**config.mk**
```make
export PLATFORM = sky130hd
export DESIGN_NAME = pwr_status_flags
export DESIGN_NICKNAME = d
export VERILOG_FILES = /design/src/rtl/pwr_status_flags.sv
export SDC_FILE = /design/constraint.sdc
export NUM_CORES = 1
export LEC_CHECK = 0
export ABC_AREA = 1
export ABC_CLOCK_PERIOD_IN_PS = 900
export BUFFER_PORTS_ARGS = -buffer_cell sky130_fd_sc_hd__buf_2
export CORE_AREA = 2 2 39 41
export DETAILED_ROUTE_END_ITERATION = 7
export DIE_AREA = 0 0 41 43
export SLEW_MARGIN = 20
export SYNTH_ARGS = -nofsm -noshare
export SYNTH_HDL_FRONTEND = slang
export SYNTH_SLANG_ARGS = --single-unit
```
**constraint.sdc**
```tcl
create_clock -name clk -period 0.9 [get_ports clk]
set_input_delay 0.18 -clock clk [delete_from_list [all_inputs] [get_ports clk]]
set_output_delay 0.18 -clock clk [all_outputs]
set_load 0.03 [all_outputs]
```
**src/rtl/pwr_status_flags.sv**
```systemverilog
module pwr_status_flags #(
  parameter int SEL_W   = 3,
  parameter int MAX_SEL = 5
) (
  input  logic             clk,
  input  logic             rst_n,
  input  logic [SEL_W-1:0] trip_sel_i,
  output logic [SEL_W-1:0] trip_code_o,
  input  logic             sup_low_i,
  input  logic             sup_ok_i,
  input  logic             stat_rd_i,
  output logic             brown_flag_o,
  output logic             rst_pin_n_o,
  input  logic             on_batt_i,
  input  logic             meas_set_i,
  input  logic             bat_lt85_i,
  input  logic             bat_lt75_i,
  output logic             meas_req_o,
  output logic             bat85_flag_o,
  output logic             bat75_flag_o
);
  localparam logic [SEL_W-1:0] SEL_CAP = SEL_W'(MAX_SEL);

  logic sample;

  assign trip_code_o = (trip_sel_i > SEL_CAP) ? SEL_CAP : trip_sel_i;
  assign sample      = meas_req_o & ~on_batt_i;

  always_ff @(posedge clk or negedge rst_n) begin
    if (!rst_n) begin
      brown_flag_o <= 1'b0;
      rst_pin_n_o  <= 1'b1;
    end else begin
      if (sup_low_i)      brown_flag_o <= 1'b1;
      else if (stat_rd_i) brown_flag_o <= 1'b0;
      if (sup_low_i)      rst_pin_n_o  <= 1'b0;
      else if (sup_ok_i)  rst_pin_n_o  <= 1'b1;
    end
  end

  always_ff @(posedge clk or negedge rst_n) begin
    if (!rst_n) begin
      meas_req_o   <= 1'b0;
      bat85_flag_o <= 1'b0;
      bat75_flag_o <= 1'b0;
    end else begin
      meas_req_o <= meas_set_i | (meas_req_o & on_batt_i);
      if (sample) begin
        bat85_flag_o <= bat_lt85_i | bat_lt75_i;
        bat75_flag_o <= bat_lt75_i;
      end
    end
  end
endmodule


```
==> results.json <==
{
  "status": "complete, but fails checks",
  "failed_checks": "negative setup slack",
  "drt_iter0_drc": 0,
  "slew_headroom_pct": 89.6,
  "synth-simple-area-share_pct": 21.8,
  "finalPower_uw": 742,
  "netlist-cell-type-count": 11,
  "r2r_slack_ns": 0.06,
  "fin_crit_sh_pct": 120,
  "die_y_um": 43,
  "ioPinCount": 20,
  "crit_arrival_ns": 0.90,
  "switching_share_pct": 29.5,
  "areaGrowthSynthToFinish_pct": 93.3,
  "path_class": "flop to output pin",
  "fin_setup_tns_ns": -0.351,
  "cts_buffer_depth": 2,
  "nets": 67,
  "setup_ws_ns": -0.176,
  "dp_hpwl_um": 422,
  "synth.top_cell.area_share_pct": 44.7,
  "min_path_type": "input pin to flop",
  "synthesis.area_um2": 224,
  "synthAdderAreaFrac_pct": 0,
  "hold_slack_ns": 0.0713,
  "crit_buf_inv": 1,
  "grt_use_total_pct": 7.44,
  "grt_pass1_wl_um": 779,
  "synth_fp_nets": 39,
  "path_max_fanout": 2,
  "holdPathStages": 2,
  "drv_cap": 0,
  "syn-mean-instance-area_um2": 8.30,
  "ys_ff_latch": 5,
  "vias": 257,
  "synth_area_leader_cell": "dfrtp_1",
  "cts_made_buffers": 3,
  "seqPwrFrac_pct": 35.5,
  "synth_top_family_by_area": "simple AND/OR/NAND/NOR gates",
  "ant_nets": 0,
  "grt_pass1_vias": 212,
  "synth_area_leaders": "dfrtp_1 45%, dfstp_2 12%, nand2_1 12%, inv_1 8.4%, o21bai_1 6.7%",
  "n_antenna_cell": 0,
  "critPathSlowestCell": "dfstp_2",
  "max_freq_ghz": 0.929,
  "fin_skew_ns": 0.0000979,
  "peakVddDrop_v": 0.000356,
  "num_rows": 14,
  "intPower_uw": 523,
  "grt_max_degree": 6,
  "cts_sinks": 5,
  "crit_family": "flip-flops",
  "ff2ff_path_depth": 5,
  "final_common_cell": "buf_2",
  "p_leak_uw": 0.000257,
  "ys_seq_area_share_pct": 56.4,
  "slew_viol_final": 0,
  "synth_xor_area_share_pct": 0,
  "dieArea_mm2": 0.00176,
  "r2r_end": "bat85_flag_o",
  "io_buffers": 19,
  "cts-root-buf": "clkbuf_4",
  "routedWlPerCell_um": 7.89,
  "clk-insertion-delay-late_ns": 0.24,
  "slowest_delay_ns": 0.53,
  "min_to": "rst_pin_n_o",
  "initial_core_util_pct": 16.2,
  "tightestPinTransition_ns": 0.157,
  "worstPathRequired_ns": 0.72,
  "vias_per_cell": 3.67,
  "routed_wl_um": 552,
  "drive_gt1_share_pct": 53.7,
  "drt_pass1_iterations": 1,
  "place_congestion": 0.576,
  "synthCells": 27,
  "crit_path_end_kind": "output pin",
  "combPwrFrac_pct": 29.1,
  "synth-compound-area-share_pct": 10.1,
  "clkPwrFrac_pct": 35.4,
  "r2r-start": "meas_req_o",
  "p_switching_uw": 219,
  "crit_path_start_kind": "flop",
  "hold_viol": 0,
  "pre_cts_slack_ns": 0.0273,
  "muxShareOfSynthArea_pct": 0,
  "htree_levels": 1,
  "layout_common_cells": "14 x buf_2, 7 x nand2_1, 5 x inv_1, 5 x buf_6",
  "rsz0062_at_grt": "true",
  "power.density_mw_per_mm2": 1710,
  "ys.warnings.count": 0,
  "die_x_um": 41,
  "clkTransAtPathRegs_ns": 0.04,
  "route.detailed.drc": 0,
  "fill_cells": 149,
  "cts_tree": "yes",
  "core-area_mm2": 0.00138,
  "setup_viol": 5,
  "worstHoldStart": "sup_low_i",
  "grt.overflow.total": 0,
  "path_cells": "buf_6",
  "min_period_ns": 1.08,
  "antenna_found_initial": 0
}
[worst max-delay path by stage]
stage | from | to | slack (ns) | depth (start not counted)
final | rst_pin_n_o | rst_pin_n_o | -0.18 | 1
after global routing | rst_pin_n_o | rst_pin_n_o | -0.21 | 1
after CTS | rst_pin_n_o | rst_pin_n_o | -0.19 | 1
after detailed placement | rst_pin_n_o | rst_pin_n_o | 0.03 | 1
after global placement | rst_pin_n_o | rst_pin_n_o | 0.03 | 1
after floorplan | meas_req_o | bat85_flag_o | 0.05 | 4
[per-layer routing]
metal | global-route usage [%] | wire length [um]
met1 | 7.77 | 224
met2 | 9.06 | 288
met3 | 4.71 | 39
met4 | 8.00 | 0
met5 | 0 | 0
[state kept, by name, summed over array words and instances (netlist names)]
register / count
meas_req_o: 1
bat75_flag_o: 1
bat85_flag_o: 1
rst_pin_n_o: 1
brown_flag_o: 1
[repair_timing]
item                                    in CTS  in global routing
gates resized for setup                     10                  0
setup buffers                                3                  1
endpoints found under the setup margin       5                  5
endpoints found under the hold margin        5                  0
hold buffers                                 1                  0
[logic make-up (layout without fill, tap and decap cells)]
kind of cell / after synthesis / in the layout
flip-flops: 5 / 5
AO/OA/AOI/OAI: 3 / 3
AND/OR/NAND/NOR: 12 / 12
buffers and inverters: 7 / 34
[through the flow]
step           std cells  instance area [um^2]  util (%)
2_1_floorplan         27                   224         -
3_3_place_gp          61                   335      24.2
3_5_place_dp          61                   335      24.2
4_1_cts               69                   425      30.7
5_1_grt               70                   433      31.3
6_report              70                   433      31.3
[power by group through the flow]
stage / clock [uW] / sequential [uW] / combinational, uW
final: 263 / 263 / 216
after global routing: 298 / 266 / 234
after CTS: 278 / 263 / 208
after detailed placement: 0 / 264 / 156
after floorplan: 0 / 307 / 50.1
after global placement: 0 / 263 / 155
[cells in the mapped netlist, drive strengths merged]
cell / n
a21o: 1
clkbuf: 1
dfrtp: 4
dfstp: 1
inv: 6
nand2: 7
nand3: 1
nor2: 4
o21bai: 2
[cell type report]
type | instances | area, um^2 | share of cell area, %
clock buffers | 4 | 26.3 | 6.07
repair buffers | 24 | 166 | 38.4
well taps | 16 | 20.0 | 4.62
multi-input cells | 15 | 71.3 | 16.5
flip-flops and latches | 5 | 126 | 29.2
inverters | 6 | 22.5 | 5.20
Power figures use the tool's default switching activity.
